### src/rtl/imm_carry_add_unit.sv
module imm_carry_add_unit #(
  parameter int XLEN   = 64,
  parameter int NARROW = 32,
  parameter int IMMW   = 16,
  parameter logic [5:0] OP_PLAIN  = 6'd12,
  parameter logic [5:0] OP_RECORD = 6'd13
) (
  input  logic            clk,
  input  logic            rst_n,
  input  logic            in_valid,
  input  logic [31:0]     insn,
  input  logic [XLEN-1:0] src_val,
  input  logic            xer_so,
  input  logic            wide_mode,
  output logic [4:0]      src_sel,
  output logic            out_valid,
  output logic [4:0]      dst_idx,
  output logic [XLEN-1:0] result,
  output logic            carry,
  output logic [3:0]      cr0,
  output logic            gpr_we,
  output logic            ca_we,
  output logic            cr0_we,
  output logic            illegal
);
  localparam int UPPER = XLEN - NARROW;

  logic [5:0]      opcd;
  logic [XLEN-1:0] imm_x;
  logic [XLEN:0]   sum_w;
  logic [NARROW:0] sum_n;
  logic [XLEN-1:0] res_c;
  logic [XLEN-1:0] cmp_v;
  logic            carry_c, is_plain, is_rec, known;
  logic            lt_c, gt_c, eq_c;

  assign opcd    = insn[31:26];
  assign src_sel = insn[20:16];
  assign imm_x   = {{(XLEN-IMMW){insn[IMMW-1]}}, insn[IMMW-1:0]};

  assign sum_w = {1'b0, src_val} + {1'b0, imm_x};
  assign sum_n = {1'b0, src_val[NARROW-1:0]} + {1'b0, imm_x[NARROW-1:0]};

  assign res_c   = wide_mode ? sum_w[XLEN-1:0] : {{UPPER{1'b0}}, sum_n[NARROW-1:0]};
  assign carry_c = wide_mode ? sum_w[XLEN] : sum_n[NARROW];
  assign cmp_v   = wide_mode ? sum_w[XLEN-1:0]
                             : {{UPPER{sum_n[NARROW-1]}}, sum_n[NARROW-1:0]};

  assign eq_c = (cmp_v == '0);
  assign lt_c = cmp_v[XLEN-1];
  assign gt_c = !lt_c && !eq_c;

  assign is_plain = (opcd == OP_PLAIN);
  assign is_rec   = (opcd == OP_RECORD);
  assign known    = is_plain || is_rec;

  always_ff @(posedge clk) begin
    if (!rst_n) begin
      out_valid <= 1'b0;
      dst_idx   <= '0;
      result    <= '0;
      carry     <= 1'b0;
      cr0       <= '0;
      gpr_we    <= 1'b0;
      ca_we     <= 1'b0;
      cr0_we    <= 1'b0;
      illegal   <= 1'b0;
    end else begin
      out_valid <= in_valid;
      gpr_we    <= in_valid && known;
      ca_we     <= in_valid && known;
      cr0_we    <= in_valid && is_rec;
      illegal   <= in_valid && !known;
      if (in_valid) begin
        dst_idx <= insn[25:21];
        result  <= res_c;
        carry   <= carry_c;
        cr0     <= {lt_c, gt_c, eq_c, xer_so};
      end
    end
  end
endmodule


### config.mk
export PLATFORM = sky130hd
export DESIGN_NAME = imm_carry_add_unit
export DESIGN_NICKNAME = d
export VERILOG_FILES = /design/src/rtl/imm_carry_add_unit.sv
export SDC_FILE = /design/constraint.sdc
export NUM_CORES = 1
export LEC_CHECK = 0
export ABC_AREA = 1
export BUFFER_PORTS_ARGS = -buffer_cell sky130_fd_sc_hd__clkbuf_2
export CORE_MARGIN = 1
export CORE_UTILIZATION = 51
export DETAILED_ROUTE_END_ITERATION = 10
export PLACE_DENSITY_LB_ADDON = 0.05
export REMOVE_ABC_BUFFERS = 1
export SYNTH_ARGS = -nofsm -noshare
export SYNTH_HDL_FRONTEND = slang
export SYNTH_SLANG_ARGS = --single-unit
### constraint.sdc
create_clock -name clk -period 3.2 [get_ports clk]
set_input_delay 0.48 -clock clk [delete_from_list [all_inputs] [get_ports clk]]
set_output_delay 0.48 -clock clk [all_outputs]
set_load 0.02 [all_outputs]
After elaboration in Yosys (flattened, before gate mapping):

Cells that the tools add are included.

* bits in registers: 78
* input bits: 101
* output and inout port bits: 84

* add/subtract/negate cells: 2
* eq/ne operators: 2
* mux-type cells: 3
* reductions and logical operators: 9

Operators with widths (count)
* $mux 64: 2
* $add 64x64->65: 1
* $logic_not 64->1: 1
* $add 32x32->33: 1
* $eq 6x4->1 const B: 2
* $logic_and 1x1->1: 4
* $logic_not 1->1: 3
* $logic_or 1x1->1: 1
* $mux 1: 1

Longest topological paths before layout:

Gate-level depths: netlist of the first run.

* depth after elaboration: 5
* mapped depth: 23
* depth with buffers taken out: 23

Worst setup path before layout of the first run:

No wires, ideal clock.

* path type: input to register
* start: input port insn[0]
* end: register cr0[2]
* setup time: 118 ps
* arrival time: 2442 ps
* data required time: 3082 ps
* path slack: 640 ps
* stages on the path: 23
* cells stage by stage: ha_1 > inv_1 > fa_1 > inv_1 > nand2_1 > nand2_1 > nand3_1 > nand2_1 > nand2_1 > nand2_1 > nand2_1 > nand2_2 > nand2_1 > nand2_1 > nand2_1 > nand3_1 > nand2_1 > inv_1 > nand3_1 > nor2_1 > nand3_2 > nand2_1 > a21oi_1

* longest elaborated chain between the ends: 5

RTL lines
* from (decl): line 11 `input logic [31:0] insn,`
* $add 64x64->65 or $add 32x32->33 (tied branches): line 41, 42
* $mux 64 (*): line 46 `assign cmp_v = wide_mode ? sum_w[XLEN-1:0]`
* $logic_not 64->1: line 49 `assign eq_c = (cmp_v == '0);`
* $logic_not 1->1: line 51 `assign gt_c = !lt_c && !eq_c;`
* $logic_and 1x1->1 (*): line 51
* to (signal assigned): line 78 `cr0 <= {lt_c, gt_c, eq_c, xer_so};`
* to (decl): line 20 `output logic [3:0] cr0,`

Every way passes the cells marked *; elsewhere a longest branch is shown, timed or not.
A chain may end at the register's enable or synchronous reset.

Worst setup path after layout of the first run:

* start: input port insn[15]
* end: register cr0[2]

The elaborated chain is that of the path after synthesis.

==> flow_metrics.tcl, run 1 <==
set metrics [dict create \
    dp_hpwl_um 27300 \
    p_leak_nw 6.61 \
    total_power_w 0.00394 \
    met2_usage_pct 54.4 \
    crit_path_top_delay_cell "ha_1" \
    synth_cell_types 39 \
    rr_worst_depth 4 \
    globalRoute.busiestLayer "met2" \
    maxCapViolCount 0 \
    clock_sinks 78 \
    boundaryPins 185 \
    status "complete, no violations" \
    ys_seq_area_share_pct 17.1 \
    yosys_warnings 0 \
    die_y_um 136 \
    drive_gt1_share_pct 16.6 \
    antenna_found_initial 0 \
    drcViolationCount 0 \
    diodes 0 \
    numCtsBuffers 9 \
    fmax_mhz 335 \
    setup_viol 0 \
    num_rows 48 \
    ant_nets 0 \
    critical_path_cell_count 18 \
    crit_end "cr0[2]" \
    async_flop_share_pct 0 \
    cp_top_family "simple AND/OR/NAND/NOR gates" \
    intPower_w 0.00227 \
    timing.reg2reg.setup_slack_ns 2.50 \
    drt_iter0_markers 953 \
    ys_ff_latch 78 \
    finalNetCount 2090 \
    hold_viol 0 \
    finClkSkew_ns 0 \
    fin_crit_ns 2.98 \
    dieArea_um2 18400 \
    setup.worst_path.start "insn[15]" \
    cp_max_fo 49 \
    drv_slew 0 \
    path_clk_slew_ns 0.07 \
    r2r-end "result[17]" \
    rsz0062_at_grt "false" \
    critical_path.endpoint_type "register" \
    vias 11100 \
    setup_slack_ns 0.215 \
    grt_pass1_wl_um 49900 \
    overflow 0 \
    timing.slew.headroom_pct 56.7 \
    max_stage_delay_ns 0.42 \
    cts_max_level 3 \
    power_frac_comb_pct 44.4 \
    cp.required_ns 3.43 \
    netlist_area_um2 9110 \
    grt_max_degree 51 \
    grt_pass1_vias 10000 \
    vdd_ir_drop_max_mv 0.349 \
    clockBufferDepth 2 \
    grt_use_total_pct 35.3 \
    area_growth_pct 19.9 \
    gp_congestion 1.05 \
    cp.buffers_inverters 5 \
    pwr_density_cell_nw_per_um2 361 \
    tightest_slew_ns 0.649 \
    gr-usage-met3_pct 5.35 \
    post_cts_buffers 0 \
    tritoncts "done" \
    synth_edf_count 0 \
    p_clk_share_pct 27.7 \
    port_buffers 174 \
    totalWireLength_um 32100 \
    die_w_um 136 \
    cp.arrival_ns 3.22 \
    syn_inst 1705 \
    hp-class "in -> reg" \
    cts_root_buffer "clkbuf_16" \
    finalCritPeriodShare_pct 93.3 \
    pre_cts_slack_ns -0.141 \
    grt_use_met1_pct 48.7 \
    crit_type "in -> reg" \
    wire_per_inst_um 14.9 \
    synth_flop_cell "dfxtp_1" \
    crit_path_start_kind "input port" \
    vias_per_cell 5.15 \
    start_util_pct 52.5 \
    core_um2 17400 \
    dr.pass1.iters 6 \
    layout_commonest_cell "nand2_1" \
    clock_latency_ns 0.33 \
    syn_area_per_cell_um2 5.34 \
    p_seq_share_pct 27.9 \
    final_cell_mix "nand2_1, inv_1, clkbuf_2" \
    path_cells "clkbuf_2 > buf_12 > ha_1 > nand2_1 > inv_1 > nand2_1 > nor2_1 > buf_4 > a21oi_1 > inv_1 > a21oi_1 > nand3b_1 > nand3_1 > nand3_1 > nor2_2 > nand3_2 > nand2_1 > a21oi_1" \
    p_switching_w 0.00167 \
    switching_share_pct 42.3 \
    r2r_start "result[17]" \
]
[registers in the layout, indices dropped and copies added, names as in the netlist]
name,cells
result,64
out_valid,1
dst_idx,5
illegal,1
carry,1
cr0,4
cr0_we,1
ca_we,1
[final cells by class]
| class | count | area [um^2] |
|---|---|---|
| tap | 225 | 282 |
| sequential | 78 | 1560 |
| clock inverter | 7 | 87.6 |
| inverter | 357 | 1340 |
| clock buffer | 9 | 225 |
| multi-input combinational | 1237 | 6030 |
| timing repair buffer | 241 | 1390 |
| fill | 1769 | 6440 |
[layer usage]
layer  share of wire (%)  wire length, um
met4                 3.5             1110
met5                   0                0
met2                  42            13400
met1                  46            14600
met3                 9.2             2970
[timing repair]
action,4_1_cts,5_1_grt
endpoints found under the setup margin,0,1
hold buffers,0,0
gates resized for setup,0,2
[kinds of logic (layout without fill, tap and decap cells)]
| kind of cell | after synthesis | count (layout) | synth area share [%] |
|---|---|---|---|
| simple gates | 979 | 979 | 45.3 |
| buf+inv | 390 | 614 | 16.7 |
| compound gates | 190 | 190 | 11.6 |
| flops | 78 | 78 | 17.1 |
| fa+ha+maj | 65 | 65 | 9.01 |
| xor+xnor | 3 | 3 | 0.289 |
[Yosys cell counts (all sizes together) (4+ instances only)]
cell	number	area share (%)
nand2	645	27
clkbuf	19	1.0
ha	64	8.8
nor3	12	0.71
o21ai	57	3.1
dfxtp	78	17
buf	13	0.87
nand4	19	1.3
inv	355	15
o21bai	9	0.74
nand3	107	6.3
a31oi	4	0.27
a21oi	94	5.2
nor2	167	7.5
nand3b	23	1.9
o211ai	21	1.7
[worst reg2reg max path: stages (launching register included)]
cell	delay (ns)
dfxtp_1	0.33
nor2_1	0.05
nor2_1	0.11
o21ai_0	0.09
inv_1	0.07
[per-stage QoR]
step	hold slack, ns	area (um^2)	setup TNS, ns	std cells	util [%]
floorplan	0.545	8930	0	1672	-
global placement	0.454	10600	-0.346	2138	61.1
detailed placement	0.462	10600	-0.198	2138	61.1
CTS	0.354	10900	0	2154	62.9
global route	0.371	10900	0	2154	62.9
finish	0.360	10900	0	2154	62.9
[power by group through the flow]
stage	logic [W]	registers [W]	clock network (W)
after floorplan	0.000971	0.00121	0
after global placement	0.00169	0.00112	0
after detailed placement	0.00170	0.00112	0
after CTS	0.00171	0.00110	0.00110
after global routing	0.00194	0.00110	0.00114
final	0.00175	0.00110	0.00109
[how the worst min path moves through the flow]
| stage | from | end | slack [ns] | cells past startpoint |
|---|---|---|---|---|
| after floorplan | carry | carry | 0.55 | 2 |
| after global placement | result[32] | result[32] | 0.45 | 2 |
| after detailed placement | result[32] | result[32] | 0.46 | 2 |
| after CTS | insn[23] | dst_idx[2] | 0.35 | 3 |
| after global routing | insn[21] | dst_idx[0] | 0.37 | 3 |
| final | insn[25] | dst_idx[4] | 0.36 | 3 |
Power figures use the tool's default switching activity.
==> run 2, diff against run 1 <==
==> constraint.sdc (replaced) <==
create_clock -name clk -period 3.2 [get_ports clk]
set_input_delay 0.96 -clock clk [delete_from_list [all_inputs] [get_ports clk]]
set_output_delay 0.96 -clock clk [all_outputs]
set_load 0.02 [all_outputs]
==> run 2 against run 1 <==
  * Critical endpoint unchanged
  * The run now ends with negative setup slack left
  * Clock skew is the same
  * Routed wire length grew 30%
  * Register-to-register slack lost 0.08 ns
  * Largest power group unchanged
  * Setup slack lost 0.46 ns
  * Critical path depth grew 3
  * Non-clock buffer count grew 229
==> flow_metrics.tcl, run 2 (synthesized netlist as in run 1, its figures left out) <==
set metrics [dict create \
    port_buffers 174 \
    cp.required_ns 3.43 \
    grt_max_degree 65 \
    start_util_pct 52.5 \
    drt_iter0_markers 1231 \
    cp.buffers_inverters 6 \
    clock_latency_ns 0.35 \
    max_stage_delay_ns 0.29 \
    post_dp_cell_area_um2 12100 \
    critical_path.endpoint_type "register" \
    tightest_slew_ns 0.640 \
    dieArea_um2 18400 \
    path_cells "buf_12 > clkbuf_16 > ha_4 > nand2_1 > nor2_1 > inv_1 > nor2_2 > inv_1 > nor2_2 > buf_4 > nand3_2 > nand2_2 > nand2_1 > nand3_4 > nand2_1 > inv_1 > nand2_1 > nor2_2 > nand3_2 > nand2_2 > a21oi_2" \
    clockBufferDepth 2 \
    setup.worst_path.start "insn[15]" \
    path_clk_slew_ns 0.07 \
    finalNetCount 2319 \
    die_y_um 136 \
    dp_cells 2335 \
    cts_max_level 3 \
    finalCritPeriodShare_pct 108 \
    crit_type "in -> reg" \
    numCtsBuffers 9 \
    cp_max_fo 8 \
    ant_nets 0 \
    crit_path_top_delay_cell "ha_4" \
    hp-class "reg -> reg" \
    pwr_density_cell_nw_per_um2 330 \
    drv_slew 0 \
    fin_crit_ns 3.44 \
    area_growth_pct 60.2 \
    dp_hpwl_um 28300 \
    violations "negative setup slack" \
    r2r_start "cr0[1]" \
    timing.slew.headroom_pct 56.8 \
    crit_path_start_kind "input port" \
    fin_tns_setup_ns -0.414 \
    maxCapViolCount 0 \
    gp_congestion 1.00 \
    cp.arrival_ns 3.67 \
    overflow 0 \
    layout_commonest_cell "nand2_1" \
    wire_per_inst_um 17.5 \
    finClkSkew_ns 0 \
    setup_viol 2 \
    design_area_um2 14600 \
    status "finished, violations left" \
    vias 13100 \
    vias_per_cell 5.49 \
    hold_viol 0 \
    drcViolationCount 0 \
    tritoncts "done" \
    vdd_ir_drop_max_mv 0.409 \
    clock_sinks 78 \
    final_cell_mix "nand2_1, inv_1, buf_4" \
    nFillCells 1152 \
    top_register "result" \
    pre_cts_slack_ns -0.600 \
    num_rows 48 \
    die_w_um 136 \
    largest_reg_flops 64 \
    dr.pass1.iters 5 \
    grt_use_total_pct 36.7 \
    fmax_mhz 291 \
    grt_pass1_wl_um 52700 \
    total_power_w 0.00482 \
    boundaryPins 185 \
    drive_gt1_share_pct 39.9 \
    rsz0062_at_grt "true" \
    cts_root_buffer "clkbuf_16" \
    worstHoldStart "result[32]" \
    p_leak_nw 8.00 \
    crit_top_cell "nand2_1" \
    layout.cells.non_filler 2383 \
    cp_top_family "simple AND/OR/NAND/NOR gates" \
    top_regs "result (64), dst_idx (5), cr0 (4)" \
    seq_area_um2 1560 \
    multi_input_comb_area_um2 7830 \
    totalWireLength_um 41800 \
    antenna_found_initial 0 \
    core_um2 17400 \
    setup_slack_ns -0.242 \
    diodes 0 \
    grt_pass1_vias 10900 \
]
run 2: path summary, 6_finish.rpt:
kind                      to  slack [ns]  depth (start not counted)
setup reg to reg      cr0[1]        2.42                          2
hold reg to reg   result[32]        0.48                          2
setup / recovery      cr0[2]       -0.24                         21
hold / removal    result[32]        0.48                          2
run 2: per-stage QoR:
step | hold slack, ns | util (%)
3_3_place_gp | 0.453 | 69.7
6_report | 0.476 | 84.0
3_5_place_dp | 0.463 | 69.7
4_1_cts | 0.474 | 71.9
2_1_floorplan | 0.545 | -
5_1_grt | 0.513 | 84.0
run 2: timing repair:
action | CTS | global route
buffers inserted | 0 | 25
cloned | 0 | 7
gates resized for setup | 14 | 393
endpoints found under the setup margin | 2 | 14
pin swaps | 0 | 114
hold buffers | 0 | 0
run 2: cell type report:
type                       instances  area share, %
clock buffer                       9           1.54
clock inverter                     7          0.429
inverter                         357           9.20
multi-input combinational       1237           53.6
sequential                        78           10.7
tap                              225           1.93
timing repair buffer             470           22.5
run 2: worst reg2reg max path: stages (launching register included):
cell     delay (ns)
dfxtp_1        0.34
o21ai_0        0.26
a21oi_2        0.06
run 2: power by group:
part,internal (W),switching (W),leakage (nW),total (W)
logic,0.00113,0.00156,7.22,0.00269
clock network,0.000543,0.000493,0.133,0.00104
registers,0.00105,0.0000462,0.647,0.00110
run 2: routing by layer:
layer  GRT usage, %  share of wire, %  up-vias
met5              0                 0        -
met4           9.43               5.4        0
met3           5.16                11      186
met2           59.9                45      808
met1           50.1                39     5947
li1               -                 -     6153
==> run 3, diff against run 2 <==
==> constraint.sdc (replaced) <==
create_clock -name clk -period 3.1 [get_ports clk]
set_input_delay 0.93 -clock clk [delete_from_list [all_inputs] [get_ports clk]]
set_output_delay 0.93 -clock clk [all_outputs]
set_load 0.02 [all_outputs]
==> run 3 against run 2 <==
  * The run still ends with negative setup slack left
  * Clock skew unchanged
  * Largest power group unchanged
  * Count of clock-buffer cells in the layout did not move
  * Worst hold slack better by 0.0010 ns
  * Non-clock buffer count is 24 lower
  * Critical path type unchanged
==> flow_metrics.tcl, run 3 (synthesized netlist as in run 1, its figures left out) <==
set metrics [dict create \
    status "finished, violations left" \
    drt_iter0_markers 1167 \
    setup.worst_path.start "insn[15]" \
    port_buffers 174 \
    vdd_ir_drop_max_mv 0.359 \
    setup_slack_ns -0.442 \
    finalNetCount 2295 \
    largest_reg_flops 64 \
    timing.slew.headroom_pct 52.4 \
    critical_path.endpoint_type "register" \
    drv_slew 0 \
    gp_congestion 1.07 \
    dr.pass1.iters 7 \
    top_regs "result (64), dst_idx (5), cr0 (4)" \
    vias_per_cell 5.46 \
    hold_viol 0 \
    drive_gt1_share_pct 38.5 \
    tightest_slew_ns 0.705 \
    crit_type "in -> reg" \
    pwr_density_cell_nw_per_um2 349 \
    start_util_pct 52.5 \
    design_area_um2 14300 \
    crit_end "cr0[2]" \
    ant_nets 0 \
    clock_latency_ns 0.34 \
    dp_hpwl_um 28100 \
    fin_util_pct 82.4 \
    antenna_found_initial 0 \
    fmax_mhz 282 \
    layout.cells.non_filler 2359 \
    wire_per_inst_um 17.0 \
    vias 12900 \
    clock_sinks 78 \
    grt_max_degree 47 \
    die_y_um 136 \
    violations "negative setup slack" \
    r2r_start "cr0[1]" \
    layout_commonest_cell "nand2_1" \
    post_dp_cell_area_um2 12000 \
    r2r-end "cr0[1]" \
    boundaryPins 185 \
    core_um2 17400 \
    setup_viol 6 \
    finalCritPeriodShare_pct 114 \
    dp_cells 2326 \
    timing.hold.ws_ns 0.477 \
    area_growth_pct 57.0 \
    finClkSkew_ns 0 \
    timing.reg2reg.setup_slack_ns 2.32 \
    num_rows 48 \
    multi_input_comb_area_um2 7720 \
    fin_tns_setup_ns -1.09 \
    cp.arrival_ns 3.77 \
    hp-class "reg -> reg" \
    seq_area_um2 1560 \
    p_leak_nw 7.85 \
    fin_crit_ns 3.54 \
    die_w_um 136 \
    numCtsBuffers 9 \
    grt_pass1_vias 11000 \
    grt_use_total_pct 36.7 \
    crit_path_start_kind "input port" \
    dieArea_um2 18400 \
    nFillCells 1223 \
    final_cell_mix "nand2_1, inv_1, buf_4" \
    clockBufferDepth 2 \
    maxCapViolCount 0 \
    top_register "result" \
    rsz0062_at_grt "true" \
    rr_worst_depth 2 \
    path_clk_slew_ns 0.07 \
    overflow 0 \
    ctsHoldBuffers 0 \
    cts_max_level 3 \
    cp_max_fo 8 \
    diodes 0 \
    drcViolationCount 0 \
    cp.required_ns 3.32 \
    totalWireLength_um 40000 \
    cts_root_buffer "clkbuf_16" \
    tritoncts "done" \
    grt_pass1_wl_um 52700 \
]
run 3: critical path, stage by stage:
cell       delay [ns]
buf_12           0.13
clkbuf_16        0.20
ha_4             0.27
nand2_2          0.11
buf_4            0.12
inv_1            0.04
a21oi_1          0.41
o21bai_1         0.19
a21oi_2          0.23
inv_1            0.08
a21oi_2          0.25
nand3b_1         0.16
nand3_2          0.13
nand3_1          0.09
nor2_2           0.13
nand3_2          0.12
nand2_1          0.08
a21oi_1          0.06
run 3: worst min path at each step:
stage,start,endpoint,slack [ns],cells after the start
3_3_place_gp,result[32],result[32],0.46,2
2_1_floorplan,carry,carry,0.55,2
6_report,result[32],result[32],0.48,2
5_1_grt,result[32],result[32],0.49,2
4_1_cts,result[32],result[32],0.47,2
3_5_place_dp,result[32],result[32],0.46,2
run 3: power by group:
part | total, W | switching [W] | leakage, nW | internal, W
clock | 0.00120 | 0.000478 | 0.163 | 0.000719
sequential | 0.00113 | 0.0000475 | 0.647 | 0.00108
combinational | 0.00266 | 0.00156 | 7.04 | 0.00110
total | 0.00499 | 0.00208 | 7.85 | 0.00290
run 3: metrics by stage:
step | total power [W] | worst slack (ns)
after floorplan | 0.00225 | 0.0913
after global placement | 0.00322 | -0.573
after detailed placement | 0.00325 | -0.561
after CTS | 0.00446 | -0.163
after global routing | 0.00522 | -0.728
final | 0.00499 | -0.442
run 3: timing repair:
item                                    4_1_cts  5_1_grt
pin swaps                                     0       69
endpoints found under the setup margin        4       13
gates resized for setup                      11      373
buffers inserted                              0       10
gates cloned                                  0        7
run 3: area by class of cell:
| type | instances | area share [%] |
|---|---|---|
| Multi-Input combinational cell | 1237 | 54.0 |
| Clock inverter | 7 | 0.718 |
| Inverter | 357 | 9.37 |
| Sequential cell | 78 | 10.9 |
| Timing Repair Buffer | 446 | 21.4 |
| Clock buffer | 9 | 1.58 |
| Tap cell | 225 | 1.97 |
run 3: per-layer routing:
layer | global-route usage (%) | vias up | wire (um)
li1 | - | 6118 | -
met1 | 49.7 | 5827 | 16500
met2 | 59.9 | 748 | 17600
met3 | 4.86 | 190 | 3890
met4 | 11.3 | 0 | 2070
met5 | 0 | - | 0
